===== src/rtl/mgmt_bridge_pkg.sv =====
package mgmt_bridge_pkg;
  localparam logic [1:0] SEL_CMD   = 2'd0;
  localparam logic [1:0] SEL_WDATA = 2'd1;
  localparam logic [1:0] SEL_RDATA = 2'd2;

  typedef enum logic [1:0] {
    XS_IDLE = 2'd0,
    XS_REQ  = 2'd1,
    XS_WAIT = 2'd2
  } xact_state_e;
endpackage


===== src/rtl/mgmt_host_regs.sv =====
module mgmt_host_regs
  import mgmt_bridge_pkg::*;
#(
  parameter int PORT_W = 4,
  parameter int REG_W  = 16,
  parameter int DATA_W = 16,
  parameter int CMD_W  = 12,
  localparam int HOST_W = REG_W + PORT_W + CMD_W
) (
  input  logic              clk,
  input  logic              rst_n,
  input  logic              host_we,
  input  logic [1:0]        host_sel,
  input  logic [HOST_W-1:0] host_wdata,
  output logic [HOST_W-1:0] host_rdata,
  input  logic              busy,
  input  logic              rsp_done,
  input  logic [DATA_W-1:0] rsp_data,
  output logic              launch,
  output logic              launch_rd,
  output logic [PORT_W-1:0] launch_port,
  output logic [REG_W-1:0]  launch_reg,
  output logic [DATA_W-1:0] launch_data
);
  localparam int PORT_LSB = REG_W;
  localparam int CMD_LSB  = REG_W + PORT_W;
  localparam int FLAG_BIT = HOST_W - 1;
  localparam int PAD_W    = HOST_W - 1 - DATA_W;
  localparam logic [CMD_W-1:0] OP_READ  = CMD_W'(1);
  localparam logic [CMD_W-1:0] OP_WRITE = '0;

  logic [HOST_W-1:0] cmd_q;
  logic [DATA_W-1:0] wdata_q, rdata_q, rdata_d;
  logic              wflag_q, wflag_d, rdone_q, rdone_d, armed_q, armed_d;
  logic              cmd_wr, wd_wr, start_rd, start_wr;
  logic [CMD_W-1:0]  new_op;

  // write decode; the bridge accepts nothing while a transaction runs
  always_comb begin
    new_op   = host_wdata[HOST_W-1:CMD_LSB];
    cmd_wr   = host_we && (host_sel == SEL_CMD) && !busy;
    wd_wr    = host_we && (host_sel == SEL_WDATA) && !busy;
    start_rd = cmd_wr && (new_op == OP_READ);
    start_wr = wd_wr && host_wdata[FLAG_BIT] && armed_q;
    launch   = start_rd || start_wr;
    launch_rd = start_rd;
    // a read takes its target from the word being written, a write from the stored command
    launch_port = start_rd ? host_wdata[CMD_LSB-1:PORT_LSB] : cmd_q[CMD_LSB-1:PORT_LSB];
    launch_reg  = start_rd ? host_wdata[REG_W-1:0] : cmd_q[REG_W-1:0];
    launch_data = host_wdata[DATA_W-1:0];
  end

  // next-state for flags and captured read data
  always_comb begin
    armed_d = armed_q;
    if (cmd_wr)        armed_d = (new_op == OP_WRITE);
    else if (start_wr) armed_d = 1'b0;

    wflag_d = wflag_q;
    if (start_wr)      wflag_d = 1'b1;
    else if (rsp_done) wflag_d = 1'b0;

    rdone_d = rdone_q;
    rdata_d = rdata_q;
    if (cmd_wr) begin
      rdone_d = 1'b0;
    end else if (rsp_done && !wflag_q) begin
      rdone_d = 1'b1;
      rdata_d = rsp_data;
    end
  end

  always_ff @(posedge clk or negedge rst_n) begin
    if (!rst_n) begin
      cmd_q   <= '0;
      wdata_q <= '0;
      rdata_q <= '0;
      wflag_q <= 1'b0;
      rdone_q <= 1'b0;
      armed_q <= 1'b0;
    end else begin
      if (cmd_wr) cmd_q   <= host_wdata;
      if (wd_wr)  wdata_q <= host_wdata[DATA_W-1:0];
      rdata_q <= rdata_d;
      wflag_q <= wflag_d;
      rdone_q <= rdone_d;
      armed_q <= armed_d;
    end
  end

  always_comb begin
    case (host_sel)
      SEL_CMD:   host_rdata = cmd_q;
      SEL_WDATA: host_rdata = {wflag_q, {PAD_W{1'b0}}, wdata_q};
      SEL_RDATA: host_rdata = {rdone_q, {PAD_W{1'b0}}, rdata_q};
      default:   host_rdata = '0;
    endcase
  end


  rdone_src_chk: assert property (@(posedge clk) disable iff (!rst_n)
    $rose(rdone_q) |-> $past(rsp_done));

  wflag_clear_chk: assert property (@(posedge clk) disable iff (!rst_n)
    $fell(wflag_q) |-> $past(rsp_done));

  busy_cmd_drop_chk: assert property (@(posedge clk) disable iff (!rst_n)
    (busy && host_we && host_sel == SEL_CMD) |=> $stable(cmd_q));
endmodule


===== src/rtl/mgmt_xact_fsm.sv =====
module mgmt_xact_fsm
  import mgmt_bridge_pkg::*;
#(
  parameter int PORT_W = 4,
  parameter int REG_W  = 16,
  parameter int DATA_W = 16
) (
  input  logic              clk,
  input  logic              rst_n,
  input  logic              launch,
  input  logic              launch_rd,
  input  logic [PORT_W-1:0] launch_port,
  input  logic [REG_W-1:0]  launch_reg,
  input  logic [DATA_W-1:0] launch_data,
  output logic              req_valid,
  input  logic              req_ready,
  output logic              req_is_read,
  output logic [PORT_W-1:0] req_port,
  output logic [REG_W-1:0]  req_reg,
  output logic [DATA_W-1:0] req_data,
  input  logic              rsp_valid,
  output logic              busy,
  output logic              rsp_done
);
  xact_state_e state_q, state_d;

  always_comb begin
    state_d = state_q;
    case (state_q)
      XS_IDLE: if (launch)    state_d = XS_REQ;
      XS_REQ:  if (req_ready) state_d = XS_WAIT;
      XS_WAIT: if (rsp_valid) state_d = XS_IDLE;
      default:                state_d = XS_IDLE;
    endcase
  end

  always_ff @(posedge clk or negedge rst_n) begin
    if (!rst_n) begin
      state_q     <= XS_IDLE;
      req_is_read <= 1'b0;
      req_port    <= '0;
      req_reg     <= '0;
      req_data    <= '0;
    end else begin
      state_q <= state_d;
      if (launch && state_q == XS_IDLE) begin
        req_is_read <= launch_rd;
        req_port    <= launch_port;
        req_reg     <= launch_reg;
        req_data    <= launch_data;
      end
    end
  end

  assign req_valid = (state_q == XS_REQ);
  assign busy      = (state_q != XS_IDLE);
  assign rsp_done  = (state_q == XS_WAIT) && rsp_valid;


  req_hold_chk: assert property (@(posedge clk) disable iff (!rst_n)
    (req_valid && !req_ready) |=> (req_valid && $stable(req_port) && $stable(req_reg)
                                   && $stable(req_data) && $stable(req_is_read)));

  launch_idle_chk: assert property (@(posedge clk) disable iff (!rst_n)
    launch |-> (state_q == XS_IDLE));
endmodule


===== src/rtl/mgmt_bridge.sv =====
module mgmt_bridge
  import mgmt_bridge_pkg::*;
#(
  parameter int PORT_W = 4,
  parameter int REG_W  = 16,
  parameter int DATA_W = 16,
  parameter int CMD_W  = 12
) (
  input  logic                            clk,
  input  logic                            rst_n,
  input  logic                            host_we,
  input  logic [1:0]                      host_sel,
  input  logic [REG_W+PORT_W+CMD_W-1:0]   host_wdata,
  output logic [REG_W+PORT_W+CMD_W-1:0]   host_rdata,
  output logic                            busy,
  output logic                            req_valid,
  input  logic                            req_ready,
  output logic                            req_is_read,
  output logic [PORT_W-1:0]               req_port,
  output logic [REG_W-1:0]                req_reg,
  output logic [DATA_W-1:0]               req_data,
  input  logic                            rsp_valid,
  input  logic [DATA_W-1:0]               rsp_data
);
  logic              launch, launch_rd, rsp_done;
  logic [PORT_W-1:0] launch_port;
  logic [REG_W-1:0]  launch_reg;
  logic [DATA_W-1:0] launch_data;

  mgmt_host_regs #(.PORT_W(PORT_W), .REG_W(REG_W), .DATA_W(DATA_W), .CMD_W(CMD_W)) regs_i (
    .clk(clk), .rst_n(rst_n),
    .host_we(host_we), .host_sel(host_sel), .host_wdata(host_wdata), .host_rdata(host_rdata),
    .busy(busy), .rsp_done(rsp_done), .rsp_data(rsp_data),
    .launch(launch), .launch_rd(launch_rd), .launch_port(launch_port),
    .launch_reg(launch_reg), .launch_data(launch_data)
  );

  mgmt_xact_fsm #(.PORT_W(PORT_W), .REG_W(REG_W), .DATA_W(DATA_W)) fsm_i (
    .clk(clk), .rst_n(rst_n),
    .launch(launch), .launch_rd(launch_rd), .launch_port(launch_port),
    .launch_reg(launch_reg), .launch_data(launch_data),
    .req_valid(req_valid), .req_ready(req_ready), .req_is_read(req_is_read),
    .req_port(req_port), .req_reg(req_reg), .req_data(req_data),
    .rsp_valid(rsp_valid), .busy(busy), .rsp_done(rsp_done)
  );
endmodule


===== config.mk =====
export PLATFORM = sky130hd
export DESIGN_NAME = mgmt_bridge
export DESIGN_NICKNAME = d
export VERILOG_FILES = /design/src/rtl/mgmt_bridge_pkg.sv /design/src/rtl/mgmt_host_regs.sv /design/src/rtl/mgmt_xact_fsm.sv /design/src/rtl/mgmt_bridge.sv
export SDC_FILE = /design/constraint.sdc
export NUM_CORES = 1
export LEC_CHECK = 0
export CORE_ASPECT_RATIO = 1.4
export CORE_MARGIN = 2
export CORE_UTILIZATION = 35
export DETAILED_ROUTE_END_ITERATION = 16
export PLACE_DENSITY = 0.64
export SYNTH_ARGS = -nofsm -noshare
export SYNTH_HDL_FRONTEND = slang
export SYNTH_SLANG_ARGS = --single-unit

===== constraint.sdc =====
create_clock -name clk -period 3 [get_ports clk]
set_input_delay 0.6 -clock clk [delete_from_list [all_inputs] [get_ports clk]]
set_output_delay 0.6 -clock clk [all_outputs]
set_load 0.05 [all_outputs]

==> run summary, run 1 <==
The count of antenna diodes in the layout is 0, and the number of H-tree branching levels is 3. After clock tree synthesis, the flow added hold-fix buffers numbering 0. Most flop-heavy register: regs_i.cmd_q. The sum of overflow across all layers after global routing was 0. The clock network burns 32.5% of the power. The first global-routing pass estimated 18.9 mm of wire. The number of instances in the synthesized netlist is 338, and the total number of placement rows is 50. Power spread over the standard cell area amounts to 501 mW/mm^2. The half-perimeter wire length after placement came out at 8.56 mm. The worst endpoint required time was 2.40 ns; the share of the synthesized area in the top cell type was 56.2%. The synthesized net count was 393; the number of iterations in the first detailed-routing pass was 4. The startpoint identified for the worst register-to-register timing path is fsm_i.state_q[1].

The register-to-register path setup slack is 1.01 ns, and the number of slew-limit violations in the final report is 0. The final weighted congestion in routability-driven placement was 0.757. For this configuration, the core starts out at a cell density of 35.6%.

The post-route netlist has 40.1% of its cells at a drive strength greater than 1. TritonCTS created 9 clock buffers. The period utilization is 89.4%, and the data arrival time of the critical path is 2.08 ns.

For the final routed database, the setup TNS stands at 0 ns. The run finished with clean final reports. After synthesis, flip-flops and latches occupy 56.2% of the total area. In this run the deepest clock path goes through 2 buffers.

Class of the most critical setup path: input pin to output pin. Power comes to 3.45 mW. Averaged over all synthesized cells, the footprint is 14.0 sq um.

The tools report the insertion delay to the later sink of the worst-skew pair as 0.35 ns. For the via count of the first global-routing pass, the log shows 3474. The reg-to-reg endpoint was fsm_i.req_reg[1]. The tools report the number of ports placed on the die boundary as 126. STA classifies the critical path endpoint as an output pin. For the clock tree skew after final layout, the log shows 0.00922 ns. Across every metal layer, demand over resource in global routing totals 17.5%.

The commonest cells after synthesis are sky130_fd_sc_hd__mux2_2 (117), sky130_fd_sc_hd__dfrtp_1 (106), sky130_fd_sc_hd__nand2_1 (23), sky130_fd_sc_hd__mux2i_1 (17), sky130_fd_sc_hd__o21ai_0 (17). In this run, synthesis inferred 0 flip-flops with an integrated enable. Final count of hold timing violations: 0.

The critical path starts at host_sel[0]. The logs give 531 for the post-layout net count and 647 for the instance count after placement with tap cells included. Timing would allow up to 0.373 GHz.

In this run the horizontal extent of the chip is 102 um. Fill cells in the final layout number 1177. The count of port buffers added during placement was 125.

In this run the power spent charging and discharging nets is 0.925 mW. The number of setup buffers added after CTS is 0. After floorplanning, the core was sized to cover 0.0133 sq mm.

By area the synthesized netlist is led by sky130_fd_sc_hd__dfrtp_1 (56%), sky130_fd_sc_hd__mux2_2 (28%), sky130_fd_sc_hd__mux2i_1 (3.6%). Number of antenna violations at the first check in global routing: 0. For the internal power consumption, the log shows 2.52 mW.

The finished cells cover 0.00688 sq mm. The final layout contains routed wiring with a total length of 11.7 mm. The tree built by TritonCTS fans out to 106 sinks.

In this run the worst hold path is classified as input pin to async pin. The register with the most flip-flops in the layout has 32 of them. The logs give 47.1% for the share of total power in sequential cells and 0.283 mV for the worst IR drop on VDD.

Yosys instantiated no cell more often than sky130_fd_sc_hd__mux2_2. Counting cells, the worst reg-to-reg path comes to 5. CTS placed an instance of sky130_fd_sc_hd__clkbuf_16 at the clock tree root. Headroom to the max-slew limit came out at 60.3%. The logs give 0.00660 sq mm for the instance area at placement and 0 for the remaining antenna violation count after routing. Most frequently used flop master after synthesis: sky130_fd_sc_hd__dfrtp_1. Entering global routing, the biggest net connects 63 pins. For the max-capacitance violation count, the log shows 0. TritonCTS built the clock tree. Once the clock tree was built, the resizer swapped 0 gates to a different size.

The worst setup path is launched from an input pin. In this run the vertical extent of the chip is 141 um. After synthesis the netlist holds a flip-flop and latch count of 106.

The maximum fanout along the worst path is 12. In the routed design, unresolved DRC markers number 0. The worst hold slack after final layout was 0.247 ns. The Yosys step of the flow raised 0 warnings.

Summing every instance area after synthesis gives 0.00472 sq mm. For the area used by sequential logic in the layout, the log shows 0.00265 sq mm. The area enclosed by the die boundary came out at 0.0144 sq mm. Setup repair after global routing left no endpoint under its margin. The share of total power dissipated in combinational logic is 20.4%. After detailed routing, the average wire length per cell comes to 17.7 um. Relative to the synthesized area, the layout overhead comes to 45.8%.

Setup violations remaining at the end of the flow were counted as 0. Summed over all cells, the static leakage comes to 3.13 nW. Clock-pin slew was measured on the worst setup and hold paths at 0.07 ns. The run gives 91 as the DRC violation total after the first TritonRoute iteration. The async set or reset register ratio after synthesis works out to 100%.

The synthesized design spends more area on one cell type than any other, namely sky130_fd_sc_hd__dfrtp_1. The final period demand of the worst path is 2.68 ns. The final instance count without filler cells was 663. The routed via count is 3153, and the slew at the pin closest to its max-slew limit is 0.595 ns. Summing all multi-input logic gate instances after layout gives 0.00196 sq mm. Net switching is 26.8% of the power. Using the TritonRoute via totals, the vias-per-cell ratio works out to 4.76. The netlist uses 28 different library cells.
## layout make-up
class / count / area share [%]
Clock buffer: 12 / 3.73
Clock inverter: 4 / 0.382
Inverter: 1 / 0.0546
Multi-Input combinational cell: 214 / 28.5
Sequential cell: 106 / 38.6
Tap cell: 182 / 3.31
Timing Repair Buffer: 144 / 25.4
## worst max path at each step
stage               depth (start not counted)  slack [ns]            endpoint
floorplan                                   4        0.30       host_rdata[0]
global placement                            6        0.28       host_rdata[2]
detailed placement                          8        0.29  fsm_i.req_data[11]
CTS                                         6        0.31       host_rdata[2]
global route                                6        0.21       host_rdata[2]
finish                                      6        0.32       host_rdata[2]
## critical path, cell delays in order
cell                              delay (ns)
sky130_fd_sc_hd__clkdlybuf4s50_1        0.46
sky130_fd_sc_hd__nor2b_2                0.30
sky130_fd_sc_hd__buf_4                  0.26
sky130_fd_sc_hd__nand2_1                0.06
sky130_fd_sc_hd__o21ai_0                0.18
sky130_fd_sc_hd__buf_12                 0.20
## cells by family after synthesis
kind of cell	Yosys count	synth area share, %
DFF	106	56.2
buffers and inverters	18	2.41
AOI/OAI and AO/OA	23	2.97
muxes	136	32.0
and+or+nand+nor	55	6.39
## cells in the final DEF (no fill, tap or decap), drive strengths merged, types with 12 or more instances in the layout
master	n
nand2	23
o21ai	18
dfrtp	106
clkdlybuf4s50	92
mux2	119
mux2i	17
and2	15
buf	52
clkbuf	12
## layer usage
layer | up-vias | part of all wire [%] | GRT usage (%)
met2 | 80 | 52 | 29.7
li1 | 1474 | - | -
met3 | 14 | 4.2 | 3.65
met4 | 0 | 1.4 | 5.89
met1 | 1585 | 42 | 21.9
met5 | - | 0 | 0
## through the flow
stage          setup WS (ns)  util (%)
2_1_floorplan          0.299         -
3_3_place_gp           0.282      49.7
3_5_place_dp           0.287      49.7
4_1_cts                0.312      51.9
5_1_grt                0.208      51.9
6_report               0.319      51.9
## power by group through the flow
stage | logic, mW | clock network, mW | registers (mW)
floorplan | 0.349 | 0 | 1.63
global placement | 0.705 | 0 | 1.64
detailed placement | 0.714 | 0 | 1.65
CTS | 0.715 | 1.16 | 1.62
global route | 0.748 | 1.21 | 1.64
finish | 0.704 | 1.12 | 1.62
(Power assumes the default switching activity.)
==> run 2, diff against run 1 <==
- PLACE_DENSITY: 0.64 -> default
==> run 2 against run 1 <==
  * Final area increased by 0.78%
  * Sequential cell count did not move
  * Total power rose by 6.7%
  * Clock power up 21%
  * Global-route usage decreased by 0.51 points
  * Count of clock-buffer cells in the layout decreased by 1
  * Combinational power barely moved
  * Cell count stayed put
  * Maximum frequency decreased by 1.8%
  * Critical path depth did not move
  * Non-clock buffer count up 1
  * Clock skew shrank 0.0043 ns
  * Largest power group unchanged
  * Highest routed layer unchanged
==> run summary, run 2 (synthesis gave the netlist of run 1 again) <==
The final count of hold timing violations was 0; the global router's overall resource usage was 16.9%. CTS clock-pin slew for the worst setup and hold paths: 0.07 ns. The ratio of routed vias to standard cells was 4.75; the aggregate negative setup slack was 0 ns.

Port buffering added 125 buffers. The remaining max-slew budget at the tightest pin came out at 63.2%. The logs give 0 for the number of slew-limit violations in the final report and 0.00196 sq mm for the area of the multi-input gates. The clock network is responsible for 36.7% of the overall power.

Combinational logic burns 19.2% of the power. Walking the worst path, the cells encountered are clkdlybuf4s50_1, nor2b_2, buf_4, nand2_1, o21ai_1, buf_12. Broken down by cell family, the worst path's largest delay share belongs to buffers and inverters. In this run the standard cell core region covers 0.0133 sq mm. The most common cell after layout, fill and taps aside was sky130_fd_sc_hd__mux2_2. The half-perimeter wire length after placement is 8.60 mm, and the clock tree skew after final layout is 0.00492 ns. Net switching is 25.1% of the power. The class of the most critical setup path is input pin to output pin. The critical path contains buffers and inverters numbering 3 combined. After global routing the overflow that remains totals 0. STA puts the critical path data required time at 2.40 ns. The run finished with clean final reports.

The post-CTS resize count was 0; the period utilization was 91.0%. The setup check on the worst reg-to-reg path leaves a slack of 0.99 ns. For this design, the sink count on the clock tree is 106.

The die covers 0.0144 sq mm. Standard cell with the maximum stage delay on the critical path: sky130_fd_sc_hd__clkdlybuf4s50_1. The initialized floorplan defines 50 standard-cell rows. The number of antenna violations at the first check in global routing came out at 0. The cell sitting at the root of the clock tree is a sky130_fd_sc_hd__clkbuf_16.

The routed via count is 3147, and the post-layout net count is 532. The tools report the worst slack at placement as 0.278 ns. The first routing iteration left 36 violations.

Counting the buffers created by CTS gives 9. The count of antenna diodes in the layout was 0. The type of the most critical hold path was input pin to async pin.

Endpoint kind of the worst setup timing path: an output pin. In the layout the commonest cells are sky130_fd_sc_hd__mux2_2 (117), sky130_fd_sc_hd__dfrtp_1 (106), sky130_fd_sc_hd__clkdlybuf4s50_1 (92). At the end of routability-driven placement, the weighted congestion stood at 0.796.

Sequential cells burn 44.1% of the power. For the total power consumption of the routed design, the log shows 3.68 mW. In the routed design, unresolved DRC markers number 0. TritonCTS built the clock tree. The static leakage power was 3.16 nW; the area used by sequential logic in the layout was 0.00265 sq mm. The relative area change from synthesis to final layout was 46.9%.

Setup violations remaining at the end of the flow were counted as 0. In this run the critical register-to-register path is launched from fsm_i.state_q[1]. Entering global routing, the biggest net connects 47 pins.

From left edge to right edge, the die measures 102 um. The number of ports placed on the die boundary was 126; the insertion delay to the later sink of the worst-skew pair was 0.34 ns. Max-cap violations in this run came to 0.

Height of the die: 141 um. The tools report the wire length after detailed routing as 11.6 mm. The areal power density over the cells is 531 mW/mm^2, and the number of H-tree branching levels is 3.

Setup repair after global routing left no endpoint under its margin. The tools report the remaining antenna violation count after routing as 0. The buffer depth of the longest clock path came out at 2. The tools report the reg-to-reg endpoint as fsm_i.req_reg[1]. The fraction of final layout cells with drive strength greater than 1 came out at 40.1%. The register with the most flip-flops in the layout has 32 of them. The maximum fanout along the worst path works out to 19. The tools report the net switching power of the design as 0.924 mW. The logs give 0 for the post-CTS setup buffer count and 1223 for the number of fillers in the final layout.

STA classifies the critical path startpoint as an input pin. The final period demand of the worst path was 2.73 ns. VDD sags by at most 0.295 mV. The delay of the slowest cell on the worst path came out at 0.52 ns. The number of iterations in the first detailed-routing pass was 4. The final worst slack was 0.270 ns; the starting density of the core was 35.6%. For the worst flop-to-flop path, the logic depth is 6. Timing would allow up to 0.366 GHz. Data on the critical path arrives at its endpoint at 2.13 ns. Cell internal power was estimated by the tool at 2.75 mW.

Routed wirelength normalized by instance count: 17.6 um. The via count of the first global-routing pass was 3520; the total of hold buffers inserted after clock tree synthesis was 0. The first global-routing pass estimated 18.5 mm of wire.

At the pin with the least slew margin, the transition time is 0.550 ns. The register with the most flip-flops in the final layout is regs_i.cmd_q.
-- run 2: cell count changes in the layout (fill, tap and decap cells not counted) --
cell,delta
sky130_fd_sc_hd__buf_12,-1
sky130_fd_sc_hd__buf_4,+2
sky130_fd_sc_hd__bufinv_16,+3
sky130_fd_sc_hd__clkbuf_8,-1
sky130_fd_sc_hd__clkinv_2,-2
sky130_fd_sc_hd__clkinv_4,-1
sky130_fd_sc_hd__clkinvlp_4,-1
sky130_fd_sc_hd__inv_6,+1
-- run 2: power by group through the flow --
stage / registers, mW / logic (mW) / clock network, mW
2_1_floorplan: 1.63 / 0.349 / 0
3_3_place_gp: 1.64 / 0.706 / 0
3_5_place_dp: 1.65 / 0.715 / 0
4_1_cts: 1.62 / 0.717 / 1.38
5_1_grt: 1.64 / 0.749 / 1.45
6_report: 1.62 / 0.706 / 1.35
-- run 2: how the worst max path moves through the flow --
stage                 from                 to  slack [ns]  depth (start not counted)
2_1_floorplan  host_sel[1]      host_rdata[0]        0.30                          4
3_3_place_gp   host_sel[1]      host_rdata[6]        0.27                          5
3_5_place_dp   host_sel[0]  fsm_i.req_port[1]        0.28                          7
4_1_cts        host_sel[1]      host_rdata[6]        0.27                          5
5_1_grt        host_sel[0]      host_rdata[3]        0.19                          6
6_report       host_sel[0]      host_rdata[3]        0.27                          6
-- run 2: per-layer routing --
metal	track usage (%)	share of wire, %
met2	31.4	56
met5	0	0
met4	5.54	1.5
met1	19.0	38
met3	3.45	3.7
-- run 2: final cells by class --
type / count / share of cell area (%)
tap: 182 / 3.29
timing repair buffer: 145 / 25.2
multi-input combinational: 214 / 28.3
clock buffer: 11 / 3.50
inverter: 1 / 0.0542
clock inverter: 4 / 1.43
sequential: 106 / 38.3
-- run 2: metrics by stage --
| stage | hold slack, ns | cells | instance area, sq um | util (%) |
|---|---|---|---|---|
| 2_1_floorplan | 0.304 | 338 | 4720 | - |
| 6_report | 0.231 | 663 | 6930 | 52.3 |
| 5_1_grt | 0.262 | 663 | 6930 | 52.3 |
| 3_5_place_dp | 0.465 | 648 | 6590 | 49.7 |
| 4_1_cts | 0.247 | 663 | 6930 | 52.3 |
| 3_3_place_gp | 0.454 | 648 | 6590 | 49.7 |
==> run 3, diff against run 2 <==
- CORE_UTILIZATION: 35 -> 52
- PLACE_DENSITY_LB_ADDON: default -> 0.05
- SKIP_LAST_GASP: default -> 1
==> run 3 against run 2 <==
  * Critical path depth down 1
  * Sequential share of layout area up 0.48 points
  * Count of clock-buffer cells in the layout unchanged
  * Via count up 0.89%
  * Combinational power about the same
  * Total power down 0.65%
  * Wire length down 6.6%
  * Sequential power about the same
  * First-iteration DRC count rose to 3.3 times the previous value
  * Cell count down 12%
  * Worst hold slack better by 0.072 ns
  * Register-to-register slack about the same
  * Critical path type unchanged
  * Critical endpoint is now host_rdata[13]
  * Largest cell class unchanged
==> run summary, run 3 (synthesis gave the netlist of run 1 again) <==
The run gives 2 as the buffer depth of the longest clock path. The flip-flop count of the largest register after layout is 32, and the static leakage power is 3.16 nW. For the sum of overflow across all layers after global routing, the log shows 0. The wire length after detailed routing was 10.9 mm. The root buffer cell is sky130_fd_sc_hd__clkbuf_16.

The CTS clock-pin slew for the worst setup and hold paths came out at 0.06 ns. The library cells used most frequently in the layout, excluding fill and tap cells, are sky130_fd_sc_hd__mux2_2 (117), sky130_fd_sc_hd__dfrtp_1 (106), sky130_fd_sc_hd__clkdlybuf4s50_1 (92). In this run the remaining antenna-violating nets after routing total 0.

At the end of routability-driven placement, the weighted congestion stood at 0.766. The flow ran to the end, and the final reports show no timing, DRC or antenna violations. The count of port buffers added during placement was 125; the highest achievable clock rate was 0.364 GHz. The library cell used most frequently in the layout, excluding fill and tap cells, is sky130_fd_sc_hd__mux2_2. Dividing the final minimum period by the clock period gives 91.7%. Measured against its own limit, the worst slew margin works out to 52.5%.

The number of antenna violations at the first check in global routing was 0. In this run the horizontal extent of the chip is 84.5 um. The count of antenna diodes in the layout is 0, and the number of fillers in the final layout is 591. The tools report the number of slew-limit violations in the final report as 0. Final count of hold timing violations: 0. The worst path in the final design needs a cycle of 2.75 ns, including I/O delays and setup. 126 I/O pins were placed. The slew at the pin closest to its max-slew limit is 0.712 ns, and the count of clock tree sinks is 106. Power spread over the standard cell area amounts to 534 mW/mm^2. Post-CTS resize count: 0.

The die covers 0.00986 sq mm. The clock buffer count from CTS is 9, and the post-layout net count is 529. The fraction of final layout cells with drive strength greater than 1 is 39.7%. The first global-routing pass estimated 17.5 mm of wire. Kind of start point of the critical path: an input pin. Entering global routing, the biggest net connects 56 pins. The logs give 3385 for the via count of the first global-routing pass and 41 for the total number of placement rows. The post-CTS setup buffer count is 0. VDD sags by at most 0.436 mV.

Setup violations remaining at the end of the flow were counted as 0. The first detailed-routing pass took 4 iterations. The routed wirelength normalized by instance count is 18.6 um, and the detailed-route DRC error count is 0. The clock tree skew after final layout was 0.00805 ns; the data arrival time of the critical path was 2.15 ns. The routed via count is 3175, and the relative area change from synthesis to final layout is 45.1%. The tools report the global router's overall resource usage as 23.1%. In this run, the number of DRC markers left after iteration 0 of detailed routing was 117.

Setup repair after global routing left no endpoint under its margin. The setup path with the least slack is of type input pin to output pin. More flip-flops sit in one register than any other, and that register is regs_i.cmd_q. The die is 117 um tall. The maximum fanout along the worst path came out at 8. Adding up every negative setup slack in the final design gives 0 ns. The insertion delay to the later sink of the worst-skew pair came out at 0.35 ns. The HPWL after detailed placement is 7.81 mm.

The final instance count without filler cells was 586; the starting density of the core was 52.9%. Using the TritonRoute via totals, the vias-per-cell ratio works out to 5.42. The clock tree synthesis step divided the H-tree into 3 levels. The endpoint kind of the worst setup timing path is an output pin. TritonCTS built the clock tree. The instance count after placement with tap cells included came out at 570. The min-delay analysis places its worst path in the category input pin to async pin.

The total of hold buffers inserted after clock tree synthesis came out at 0. For this run, the share of the core covered by cells in the final layout is 76.7%. Worst endpoint required time: 2.40 ns.

The standard cell core area was 0.00893 sq mm. The tool flagged a number of max-cap violations equal to 0.
==> run 3: power by group <==
part	internal, mW	leakage, nW	switching (mW)
Clock	0.815	0.160	0.508
Combinational	0.366	1.62	0.342
Sequential	1.55	1.38	0.0717
Total	2.73	3.16	0.921
==> run 3: worst max-delay path: stages <==
cell	delay (ns)
sky130_fd_sc_hd__clkdlybuf4s50_1	0.59
sky130_fd_sc_hd__buf_4	0.26
sky130_fd_sc_hd__mux2i_1	0.10
sky130_fd_sc_hd__o21ai_0	0.39
sky130_fd_sc_hd__buf_12	0.20
==> run 3: final cells by class <==
class | count | area, sq um | share of cell area [%]
clock buffers | 11 | 233 | 3.40
clock inverters | 5 | 103 | 1.50
inverters | 1 | 3.75 | 0.0548
multi-input cells | 214 | 1960 | 28.7
flip-flops and latches | 106 | 2650 | 38.7
well taps | 107 | 134 | 1.96
repair buffers | 142 | 1760 | 25.7
==> run 3: path summary, 6_finish.rpt <==
check / slack [ns] / cells after the start / end / from
setup / recovery: 0.25 / 5 / host_rdata[13] / host_sel[1]
hold / removal: 0.30 / 1 / regs_i.cmd_q[25] / rst_n
setup reg to reg: 1.00 / 6 / fsm_i.req_port[0] / fsm_i.state_q[1]
hold reg to reg: 0.48 / 2 / regs_i.cmd_q[20] / regs_i.cmd_q[20]
max in group asynchronous: 1.96 / 2 / regs_i.cmd_q[22] / rst_n
min in group clk: 0.48 / 2 / regs_i.cmd_q[20] / regs_i.cmd_q[20]
==> run 3: stage by stage <==
step / instance area [sq um] / setup slack (ns) / hold WS [ns] / total power [mW]
finish: 6850 / 0.249 / 0.302 / 3.65
global route: 6850 / 0.177 / 0.352 / 3.80
CTS: 6850 / 0.240 / 0.324 / 3.69
detailed placement: 6510 / 0.304 / 0.466 / 2.36
global placement: 6510 / 0.266 / 0.460 / 2.34
floorplan: 4720 / 0.299 / 0.304 / 1.98
==> run 3: routing by layer <==
layer	GRT usage, %	routed length (um)	vias to the layer above	part of all wire [%]
li1	-	-	1468	-
met3	5.37	536	17	4.9
met1	28.5	4480	1585	41
met5	0	0	-	0
met4	8.68	235	0	2.2
met2	39.6	5620	105	52
